--- config.mk ---
export PLATFORM = sky130hd
export DESIGN_NAME = obuf_arbiter
export DESIGN_NICKNAME = d
export VERILOG_FILES = /design/src/rtl/obuf_arb_pkg.sv /design/src/rtl/obuf_sel_fsm.sv /design/src/rtl/obuf_flag_dec.sv /design/src/rtl/obuf_rd_port.sv /design/src/rtl/obuf_arbiter.sv
export SDC_FILE = /design/constraint.sdc
export NUM_CORES = 1
export LEC_CHECK = 0
export BUFFER_PORTS_ARGS = -buffer_cell sky130_fd_sc_hd__buf_4
export CORE_MARGIN = 2
export CORE_UTILIZATION = 38
export CTS_CLUSTER_SIZE = 10
export DETAILED_ROUTE_END_ITERATION = 6
export GPL_ROUTABILITY_DRIVEN = 0
export GPL_TIMING_DRIVEN = 1
export PLACE_DENSITY = 0.73
export SETUP_SLACK_MARGIN = 0.2
export SYNTH_ARGS = -nofsm -noshare
export SYNTH_HDL_FRONTEND = slang
export SYNTH_SLANG_ARGS = --single-unit
--- constraint.sdc ---
create_clock -name clk -period 2.4 [get_ports clk]
set_input_delay 0.24 -clock clk [delete_from_list [all_inputs] [get_ports clk]]
set_output_delay 0.24 -clock clk [all_outputs]
set_load 0.1 [all_outputs]
--- src/rtl/obuf_arb_pkg.sv ---
package obuf_arb_pkg;
    typedef enum logic [1:0] {
        SEL_NONE = 2'b00,
        SEL_KBD  = 2'b01,
        SEL_AUX  = 2'b10
    } sel_e;
endpackage

--- src/rtl/obuf_sel_fsm.sv ---
module obuf_sel_fsm
    import obuf_arb_pkg::*;
(
    input  logic clk,
    input  logic rst_n,
    input  logic kbd_avail,
    input  logic aux_avail,
    output sel_e state
);
    sel_e state_q, state_d;

    // Transitions GO_NONE / GO_KBD / GO_AUX, taken from any state.
    always_comb begin
        unique case ({aux_avail, kbd_avail})
            2'b00:   state_d = SEL_NONE;
            2'b10:   state_d = SEL_AUX;
            2'b01,
            2'b11:   state_d = SEL_KBD;
            default: state_d = SEL_NONE;
        endcase
    end

    always_ff @(posedge clk) begin
        if (!rst_n) state_q <= SEL_NONE;
        else        state_q <= state_d;
    end

    assign state = state_q;


    sel_kbd_priority_chk: assert property (@(posedge clk) disable iff (!rst_n)
        kbd_avail |=> (state_q == SEL_KBD));
endmodule

--- src/rtl/obuf_flag_dec.sv ---
module obuf_flag_dec
    import obuf_arb_pkg::*;
#(
    parameter int MODE_W       = 8,
    parameter int KBD_IRQ_BIT  = 0,
    parameter int AUX_IRQ_BIT  = 1,
    parameter int KBD_OFF_BIT  = 4
) (
    input  logic              clk,
    input  logic              rst_n,
    input  sel_e              state,
    input  logic [MODE_W-1:0] mode_byte,
    output logic              obf,
    output logic              aux_obf,
    output logic              kbd_irq,
    output logic              aux_irq
);
    logic [MODE_W-1:0] mode_q;

    always_ff @(posedge clk) begin
        if (!rst_n) mode_q <= '0;
        else        mode_q <= mode_byte;
    end

    always_comb begin
        obf     = 1'b0;
        aux_obf = 1'b0;
        kbd_irq = 1'b0;
        aux_irq = 1'b0;
        unique case (state)
            SEL_NONE: ;
            SEL_KBD: begin
                obf     = 1'b1;
                kbd_irq = mode_q[KBD_IRQ_BIT] & ~mode_q[KBD_OFF_BIT];
            end
            SEL_AUX: begin
                obf     = 1'b1;
                aux_obf = 1'b1;
                aux_irq = mode_q[AUX_IRQ_BIT];
            end
            default: ;
        endcase
    end

    logic unused_mode;
    assign unused_mode = ^mode_q;


    irq_exclusive_chk: assert property (@(posedge clk) disable iff (!rst_n)
        !(kbd_irq && aux_irq));


    kbd_irq_gate_chk: assert property (@(posedge clk) disable iff (!rst_n)
        $past(mode_byte[KBD_OFF_BIT]) |-> !kbd_irq);
endmodule

--- src/rtl/obuf_rd_port.sv ---
module obuf_rd_port
    import obuf_arb_pkg::*;
#(
    parameter int DATA_W = 8
) (
    input  logic              clk,
    input  logic              rst_n,
    input  sel_e              state,
    input  logic              rd_strobe,
    input  logic [DATA_W-1:0] kbd_head,
    input  logic [DATA_W-1:0] aux_head,
    output logic              kbd_pop,
    output logic              aux_pop,
    output logic [DATA_W-1:0] rd_data
);
    logic [DATA_W-1:0] data_q;

    always_comb begin
        kbd_pop = 1'b0;
        aux_pop = 1'b0;
        unique case (state)
            SEL_NONE: ;
            SEL_KBD:  kbd_pop = rd_strobe;
            SEL_AUX:  aux_pop = rd_strobe;
            default:  ;
        endcase
    end

    always_ff @(posedge clk) begin
        if (!rst_n) begin
            data_q <= '0;
        end else if (rd_strobe) begin
            unique case (state)
                SEL_NONE: data_q <= data_q;
                SEL_KBD:  data_q <= kbd_head;
                SEL_AUX:  data_q <= aux_head;
                default:  data_q <= data_q;
            endcase
        end
    end

    assign rd_data = data_q;


    pops_onehot_chk: assert property (@(posedge clk) disable iff (!rst_n)
        $onehot0({kbd_pop, aux_pop}));


    idle_read_hold_chk: assert property (@(posedge clk) disable iff (!rst_n)
        (rd_strobe && state == SEL_NONE) |=> $stable(rd_data));
endmodule

--- src/rtl/obuf_arbiter.sv ---
module obuf_arbiter
    import obuf_arb_pkg::*;
#(
    parameter int DATA_W      = 8,
    parameter int MODE_W      = 8,
    parameter int KBD_IRQ_BIT = 0,
    parameter int AUX_IRQ_BIT = 1,
    parameter int KBD_OFF_BIT = 4
) (
    input  logic              clk,
    input  logic              rst_n,
    input  logic              kbd_avail,
    input  logic              aux_avail,
    input  logic [MODE_W-1:0] mode_byte,
    input  logic [DATA_W-1:0] kbd_head,
    input  logic [DATA_W-1:0] aux_head,
    input  logic              rd_strobe,
    output logic              obf,
    output logic              aux_obf,
    output logic              port_obf,
    output logic              port_aux_obf,
    output logic              kbd_irq,
    output logic              aux_irq,
    output logic [DATA_W-1:0] rd_data,
    output logic              kbd_pop,
    output logic              aux_pop
);
    sel_e state;
    logic obf_w, aux_obf_w;

    obuf_sel_fsm u_fsm (
        .clk       (clk),
        .rst_n     (rst_n),
        .kbd_avail (kbd_avail),
        .aux_avail (aux_avail),
        .state     (state)
    );

    obuf_flag_dec #(
        .MODE_W      (MODE_W),
        .KBD_IRQ_BIT (KBD_IRQ_BIT),
        .AUX_IRQ_BIT (AUX_IRQ_BIT),
        .KBD_OFF_BIT (KBD_OFF_BIT)
    ) u_flags (
        .clk       (clk),
        .rst_n     (rst_n),
        .state     (state),
        .mode_byte (mode_byte),
        .obf       (obf_w),
        .aux_obf   (aux_obf_w),
        .kbd_irq   (kbd_irq),
        .aux_irq   (aux_irq)
    );

    obuf_rd_port #(
        .DATA_W (DATA_W)
    ) u_rd (
        .clk       (clk),
        .rst_n     (rst_n),
        .state     (state),
        .rd_strobe (rd_strobe),
        .kbd_head  (kbd_head),
        .aux_head  (aux_head),
        .kbd_pop   (kbd_pop),
        .aux_pop   (aux_pop),
        .rd_data   (rd_data)
    );

    assign obf          = obf_w;
    assign aux_obf      = aux_obf_w;
    assign port_obf     = obf_w;
    assign port_aux_obf = aux_obf_w;


    obf_follows_avail_chk: assert property (@(posedge clk) disable iff (!rst_n)
        (kbd_avail || aux_avail) |=> obf);


    aux_only_flag_chk: assert property (@(posedge clk) disable iff (!rst_n)
        (aux_avail && !kbd_avail) |=> aux_obf);


    aux_flag_implies_obf_chk: assert property (@(posedge clk) disable iff (!rst_n)
        aux_obf |-> obf);
endmodule

==> metrics, run 1 <==
run status finished clean; number of global-route vias before repair 525; FF-to-FF End u_rd.rd_data[3]$_SDFFE_PN0P_; Mean Syn Cell Area 10.1 µm²; Placed Instances 109; cts-stage hold buffer count 0; Setup crit end aux_obf; hpwl dp 1060 µm; Layout Nets 130; Post-DRT Antenna Nets 0; DRT iter0 DRCs 3; post-synthesis sequential area ratio 0.436; CP Capture Type primary output; DR vias 527; Setup-failing EPs final 0; min Tclk post-route 1.81 ns; Final period util 0.755; Crit Path Class flip-flop to primary output; Worst Clk Skew 0.000244 ns; Synth Warn # 0; Post-Syn Nets 91; P&R area growth vs syn 50.3%; most common cell after layout, fill and taps aside buf_4; Worst setup startpoint u_fsm.state[0]$_SDFF_PN0_; CP max FO 10; non-filler instance count after layout 113; DIE WIDTH 43.6 µm; Worst R2R Path Depth 5; Arr. time, crit path 1.57 ns; critical path launch point type flip-flop; Resized Gates After CTS 0; Final Max Slew Viols 0; first-pass GRT wire length 2160 µm; # rows 14; global route overflow 0; Fin Setup TNS 0 ns; Fmax 552 MHz; Yosys reg bits 13; Inserted Diodes 0; Synth Instances 59; max_cap viols 0; flop2flop setup slack 0.97 ns; relative slew slack 0.628; Final Hold Vio Count 0; layout cell share with drive strength beyond 1 0.485; clock buffer count from CTS 3; io pins 45; routing usage on met3 0.0333; met1 GRT Util 0.166; Worst-path clk slew 0.08 ns; Root Driver clkbuf_4; CTS tree built; LEAKAGE 0.432 nW; Total GRT Usage 0.152; Initial DRT Pass Iterations 2; VDD IR max 370 µV; Cell Area, Synth 597 µm²; Starting Density 0.401; number of fill cells in the layout 150; H-tree levels 1; gr busiest metal met2; most frequent cells in the layout 39 x buf_4, 13 x dfxtp_1, 8 x mux2i_1; PortBufs 39; die area 1900 µm²; RSZ-0062 raised after global routing false; Worst EP required 2.16 ns; Post-CTS Setup Repair Bufs 0; Final Util 0.603; DR DRC count 0; WL per Instance 11.6 µm; Skew-Pair Late Insertion Delay 0.27 ns; PwrDens 642 nW/µm²; initial antenna violation count 0; Min-Delay Path Class input pin to flip-flop; RR Startpoint u_fsm.state[0]$_SDFF_PN0_; Die H 43.6 µm; Max Root-Sink Buffers 2; Placeable Area 1490 µm²; met2 Usage GRT 0.282; vias per std cell 4.66; Clock Sinks 13; synth unique cells 16; pin count of the biggest net entering global routing 17; routed wire length 1310 µm; worst-margin pin slew 0.557 ns
-- cell families after synthesis --
logic type      synth area share
compound gates             0.159
mux                        0.134
flops                      0.436
buf+inv                   0.0838
simple gates               0.124
fa+ha+maj                 0.0629
-- per-layer routing --
metal,wire [µm],vias to the layer above
li1,-,270
met1,491,232
met2,703,25
met3,117,0
met4,0,0
met5,0,-
-- critical path, stage by stage, from the launching register on --
cell and delay [ns]:
dfxtp_1 0.32, inv_1 0.08, ha_1 0.51, buf_4 0.40
-- how the worst min path moves through the flow --
stage / startpoint / endpoint / slack, ns / cells past startpoint
CTS: mode_byte[4] / u_flags.mode_q[4]$_SDFF_PN0_ / 0.16 / 2
detailed placement: mode_byte[4] / u_flags.mode_q[4]$_SDFF_PN0_ / 0.45 / 2
global placement: mode_byte[4] / u_flags.mode_q[4]$_SDFF_PN0_ / 0.45 / 2
finish: mode_byte[4] / u_flags.mode_q[4]$_SDFF_PN0_ / 0.17 / 2
global route: mode_byte[1] / u_flags.mode_q[1]$_SDFF_PN0_ / 0.16 / 2
floorplan: mode_byte[4] / u_flags.mode_q[4]$_SDFF_PN0_ / 0.36 / 1
-- cell usage after synthesis --
| cell | instances | area (µm²) |
|---|---|---|
| a21oi_1 | 6 | 30.0 |
| a21oi_2 | 2 | 17.5 |
| and2_1 | 7 | 43.8 |
| and3b_1 | 1 | 8.76 |
| buf_2 | 1 | 5.00 |
| buf_4 | 3 | 22.5 |
| buf_6 | 1 | 11.3 |
| dfxtp_1 | 13 | 260 |
| ha_1 | 3 | 37.5 |
| inv_1 | 3 | 11.3 |
| mux2i_1 | 8 | 80.1 |
| nand2_1 | 1 | 3.75 |
| nor2_1 | 1 | 3.75 |
| nor2b_4 | 1 | 13.8 |
| o21ai_0 | 6 | 30.0 |
| o21ai_2 | 2 | 17.5 |
-- state kept, by name (all words and copies together), names as in the netlist --
register and flops:
u_rd.rd_data 8, u_flags.mode_q 3, u_fsm.state 2
-- power by group --
part           switching (mW)  total (mW)  internal, mW
logic                   0.147       0.207        0.0598
registers             0.00731       0.237         0.230
clock network          0.0685       0.133        0.0643
total                   0.223       0.576         0.354
-- final cells by class --
type                            instances  area [µm²]  share of cell area
Multi-Input combinational cell         38         287               0.319
Timing Repair Buffer                   39         293               0.326
Inverter                                3        11.3              0.0126
Clock buffer                            4        26.3              0.0293
Tap cell                               16        20.0              0.0223
Sequential cell                        13         260               0.290
-- stage by stage --
| stage | setup WS, ns | power (mW) | area (µm²) | hold WS (ns) |
|---|---|---|---|---|
| floorplan | 0.364 | 0.395 | 597 | 0.362 |
| global placement | 0.888 | 0.446 | 871 | 0.446 |
| detailed placement | 0.865 | 0.450 | 871 | 0.448 |
| CTS | 0.558 | 0.585 | 897 | 0.161 |
| global route | 0.474 | 0.604 | 897 | 0.162 |
| finish | 0.587 | 0.576 | 897 | 0.169 |
Note: power is estimated with default switching activity, not from simulation.
==> run 2: changes to the inputs <==
==> constraint.sdc (replaced) <==
create_clock -name clk -period 1.69 [get_ports clk]
set_input_delay 0.169 -clock clk [delete_from_list [all_inputs] [get_ports clk]]
set_output_delay 0.169 -clock clk [all_outputs]
set_load 0.1 [all_outputs]
==> metrics, run 2 (synthesized netlist as in run 1, its figures left out) <==
crit path cell chain inv_2 > ha_4 > clkinvlp_4 > buf_4; Final period util 0.860; first-pass GRT wire length 2020 µm (-6.4%); met1 WL 494 µm (+0.61%); most common cell after layout, fill and taps aside buf_4; DR WL met3 92 µm (-21%); vias per std cell 4.78 (+2.5%); clock buffer count from CTS 3 (unchanged); switch share 0.395 (+0.00850); Crit Path Class flip-flop to primary output; cts-stage hold buffer count 0 (unchanged); DR vias 540 (+2.5%); PwrDens 886 nW/µm² (+38%); Sequential Power Share 0.404 (-0.007); P_sw 328 µW (+47%); worst-margin pin slew 0.359 ns (-0.199 ns); WL per Instance 11.4 µm (-1.9%); Initial DRT Pass Iterations 1 (-1); Fin Setup TNS 0 ns (unchanged); most frequent cells in the layout 38 x buf_4, 11 x dfxtp_1, 8 x mux2i_1; WHS 0.0967 ns (-0.0724 ns); Root Driver clkbuf_4; H-tree levels 1 (unchanged); Clock power frac 0.233 (+0.003); # rows 14 (unchanged); io pins 45 (unchanged); PortBufs 39 (unchanged); Largest register FFs 8 (unchanged); Post-CTS Setup Repair Bufs 0 (unchanged); Starting Density 0.401 (unchanged); Worst-path clk slew 0.09 ns (about the same); DIE WIDTH 43.6 µm (unchanged); CP max stage delay 0.35 ns (-0.16 ns); global route overflow 0 (unchanged); run status finished clean; hpwl dp 1030 µm (-2.7%); initial antenna violation count 0 (unchanged); P&R area growth vs syn 57.2%; Internal Pwr Total 503 µW (+42%); Layout Nets 130 (unchanged); min Tclk post-route 1.45 ns; VDD IR max 582 µV (+57%); Inserted Diodes 0 (unchanged); LEAKAGE 0.429 nW (-0.74%); number of global-route vias before repair 521 (-0.76%); Placeable Area 1490 µm² (unchanged); Gate power share 0.362 (+0.003); Worst Clk Skew 0.00712 ns (+0.00688 ns); routed wire length 1290 µm (-1.9%); Final Hold Vio Count 0 (unchanged); max_cap viols 0 (unchanged); DRT iter0 DRCs 0 (-3); Skew-Pair Late Insertion Delay 0.27 ns (about the same); Total GRT Usage 0.135 (-0.0173); Worst EP required 1.52 ns (-0.64 ns); Setup-failing EPs final 0 (unchanged); pin count of the biggest net entering global routing 17 (unchanged); DR top layer met3; Post-DRT Antenna Nets 0 (unchanged); layout cell share with drive strength beyond 1 0.567 (+0.0825); die area 1900 µm² (unchanged); relative slew slack 0.760 (+0.132); Min-Delay Path Class input pin to flip-flop; critical path launch point type flip-flop; Max Root-Sink Buffers 2 (unchanged); RSZ-0062 raised after global routing true; CP Capture Type primary output; Die H 43.6 µm (unchanged); CP max FO 2 (-8); Arr. time, crit path 1.28 ns (-0.29 ns); DR DRC count 0 (unchanged); CTS tree built; Slowest-stage cell, CP dfxtp_2; Clock Sinks 13 (unchanged); met2 wire length 699 µm (-0.57%); Fmax 688 MHz; Final Max Slew Viols 0 (unchanged)
## run 2: worst max-delay path, delay by kind of cell, from the launching register on
family	cells	cell delay, ns
flip-flops	1	0.35
buffers and inverters	3	0.37
adder cells (fa/ha/maj)	1	0.29
## run 2: power groups by stage
stage | clock network, mW | registers, mW | logic, mW
2_1_floorplan | 0 | 0.442 | 0.135
3_3_place_gp | 0 | 0.344 | 0.299
3_5_place_dp | 0 | 0.344 | 0.303
4_1_cts | 0.198 | 0.338 | 0.304
5_1_grt | 0.210 | 0.339 | 0.314
6_report | 0.194 | 0.336 | 0.301
## run 2: repair_timing
item / CTS / global route
setup endpoints to repair: 4 / 4
gates resized for setup: 1 / 2
pin swaps: 0 / 0
## run 2: path summary, 6_finish.rpt
kind / from / endpoint / slack (ns) / cells past startpoint
setup reg to reg: u_fsm.state[0]$_SDFF_PN0_ / u_rd.rd_data[0]$_SDFFE_PN0P_ / 0.39 / 5
hold reg to reg: u_rd.rd_data[2]$_SDFFE_PN0P_ / u_rd.rd_data[2]$_SDFFE_PN0P_ / 0.54 / 2
setup / recovery: u_fsm.state[0]$_SDFF_PN0_ / obf / 0.24 / 4
hold / removal: mode_byte[1] / u_flags.mode_q[1]$_SDFF_PN0_ / 0.1 / 2
## run 2: per-stage QoR
stage	utilization	setup slack, ns	cell area, µm²	std cells	total power [mW]
detailed placement	0.607	0.353	903	109	0.647
CTS	0.626	0.230	932	113	0.839
global route	0.630	0.196	938	113	0.862
global placement	0.607	0.390	903	109	0.643
floorplan	-	0.0834	642	59	0.577
finish	0.630	0.237	938	113	0.832
## run 2: cell type report
| type | count | area [µm²] |
|---|---|---|
| clock buffer | 3 | 22.5 |
| clock inverter | 1 | 5.00 |
| fill | 136 | 551 |
| inverter | 3 | 15.0 |
| multi-input combinational | 38 | 314 |
| sequential | 13 | 265 |
| tap | 16 | 20.0 |
| timing repair buffer | 39 | 297 |
## run 2: per-layer routing
metal  global-route usage  up-vias
met5                    0        -
met1                0.155      245
met4               0.0182        0
met3               0.0250        0
li1                     -      273
met2                0.259       22
==> run 3: changes to the inputs <==
--- a/config.mk
+++ b/config.mk
@@ -12,7 +12,7 @@
 export DETAILED_ROUTE_END_ITERATION = 6
 export GPL_ROUTABILITY_DRIVEN = 0
 export GPL_TIMING_DRIVEN = 1
-export PLACE_DENSITY = 0.73
+export PLACE_DENSITY = 0.8
 export SETUP_SLACK_MARGIN = 0.2
 export SYNTH_ARGS = -nofsm -noshare
 export SYNTH_HDL_FRONTEND = slang
==> constraint.sdc (replaced) <==
create_clock -name clk -period 1.8 [get_ports clk]
set_input_delay 0.18 -clock clk [delete_from_list [all_inputs] [get_ports clk]]
set_output_delay 0.18 -clock clk [all_outputs]
set_load 0.1 [all_outputs]
==> metrics, run 3 (synthesized netlist as in run 1, its figures left out) <==
CTS tree built; non-filler instance count after layout 115 (+1.8%); CP max stage delay 0.37 ns (+0.02 ns); run status finished clean; Max Root-Sink Buffers 2 (unchanged); H-tree levels 1 (unchanged); Arr. time, crit path 1.40 ns (+0.12 ns); WHS Endpoint u_flags.mode_q[4]$_SDFF_PN0_; CP max FO 10 (+8); Largest register FFs 8 (unchanged); Gate power share 0.368 (+0.006); Final period util 0.876; initial antenna violation count 0 (unchanged); VDD IR max 464 µV (-20%); Hold Path Stages 2 (unchanged); Post-DRT Antenna Nets 0 (unchanged); Worst Clk Skew 0.000691 ns (-0.00643 ns); total power 776 µW (-6.7%); first-pass GRT wire length 2230 µm (+10%); Worst setup startpoint u_fsm.state[0]$_SDFF_PN0_; Layout Nets 132 (+1.5%); Final Util 0.624 (-0.00672); Worst EP required 1.62 ns (+0.10 ns); DR vias 542 (+0.37%); Min-Delay Path Class input pin to flip-flop; RSZ-0062 raised after global routing true; Final Max Slew Viols 0 (unchanged); # rows 14 (unchanged); Die H 43.6 µm (unchanged); P&R area growth vs syn 55.6%; flop2flop setup slack 0.38 ns (about the same); max_cap viols 0 (unchanged); clock buffer count from CTS 3 (unchanged); Root Driver clkbuf_4; relative slew slack 0.796 (+0.0351); io pins 45 (unchanged); Fin Setup TNS 0 ns (unchanged); DR DRC count 0 (unchanged); Worst-path clk slew 0.08 ns (about the same); Sequential Power Share 0.406 (+0.002); global route overflow 0 (unchanged); hpwl dp 1030 µm (+0.60%); Final Hold Vio Count 0 (unchanged); Clock Sinks 13 (unchanged); Total GRT Usage 0.159 (+0.0241); routed wire length 1310 µm (+1.5%); Place WS 0.352 ns (-0.00108 ns); FF-to-FF End u_rd.rd_data[2]$_SDFFE_PN0P_; pin count of the biggest net entering global routing 17 (unchanged); PortBufs 39 (unchanged); Placeable Area 1490 µm² (unchanged); Crit Path Class flip-flop to primary output; Clock power frac 0.225 (-0.008); critical path launch point type flip-flop; Slowest-stage cell, CP ha_2; CP Capture Type primary output; RR Startpoint u_fsm.state[0]$_SDFF_PN0_; Starting Density 0.401 (unchanged); LEAKAGE 0.436 nW (+1.6%); die area 1900 µm² (unchanged); DIE WIDTH 43.6 µm (unchanged); PwrDens 836 nW/µm² (-5.7%); Inserted Diodes 0 (unchanged); most common cell after layout, fill and taps aside buf_4; Fmax 634 MHz; P_sw 298 µW (-9.4%); Hold Startpoint mode_byte[4]; min Tclk post-route 1.58 ns; Internal Pwr Total 478 µW (-4.9%); worst-margin pin slew 0.307 ns (-0.0519 ns); WL per Instance 11.4 µm (-0.29%); Placed Instances 109 (unchanged); vias per std cell 4.71 (-1.4%); Setup-failing EPs final 0 (unchanged); switch share 0.383 (-0.0114); final critical-path setup slack 0.224 ns (-0.0128 ns); number of global-route vias before repair 529 (+1.5%); DRT iter0 DRCs 1 (+1); Initial DRT Pass Iterations 4 (+3); Skew-Pair Late Insertion Delay 0.27 ns (about the same); Worst R2R Path Depth 6 (+1); most frequent cells in the layout 39 x buf_4, 13 x dfxtp_1, 8 x mux2i_1; layout cell share with drive strength beyond 1 0.525 (-0.0418); crit path cell chain inv_1 > ha_2 > buf_4
## run 3: changes by cell type in the layout (fill, tap and decap cells not counted), sizes merged
cell / change
clkinv: -1
clkbuf: +1
buf: +2
## run 3: layout make-up
type	instances	area, µm²
tap	16	20.0
sequential	13	260
inverter	3	15.0
clock buffer	4	26.3
timing repair buffer	41	315
fill	145	561
multi-input combinational	38	292
## run 3: worst max path at each step
stage | to | slack, ns | depth (start not counted)
after floorplan | port_obf | 0.08 | 4
after global routing | aux_obf | 0.13 | 3
after global placement | u_rd.rd_data[4]$_SDFFE_PN0P_ | 0.42 | 5
final | aux_obf | 0.22 | 3
after CTS | obf | 0.19 | 4
after detailed placement | u_rd.rd_data[0]$_SDFFE_PN0P_ | 0.35 | 5
## run 3: power by group through the flow
stage	Combinational, mW	Clock (mW)	Sequential [mW]
floorplan	0.118	0	0.414
global placement	0.276	0	0.321
detailed placement	0.280	0	0.322
CTS	0.280	0.182	0.316
global route	0.299	0.205	0.318
finish	0.286	0.175	0.315
## run 3: metrics by stage
| step | hold WS, ns | cell area (µm²) |
|---|---|---|
| floorplan | 0.302 | 609 |
| global placement | 0.385 | 880 |
| detailed placement | 0.390 | 880 |
| CTS | 0.107 | 906 |
| global route | 0.105 | 928 |
| finish | 0.110 | 928 |
## run 3: critical path, delay by kind of cell (launching register included)
family | cells | cell delay (ns)
adder cells (fa/ha/maj) | 1 | 0.37
flip-flops | 1 | 0.32
buffers and inverters | 2 | 0.44
## run 3: what timing repair did
action	in CTS	in global routing
resized for setup	0	2
buffers inserted	0	2
hold buffers	0	0
endpoints found under the setup margin	3	5
## run 3: routing by layer
metal	vias to the layer above	wire length [µm]	track usage
met4	0	19	0.0545
met1	234	541	0.195
met3	4	102	0.0375
met2	28	642	0.271
met5	-	0	0
li1	276	-	-
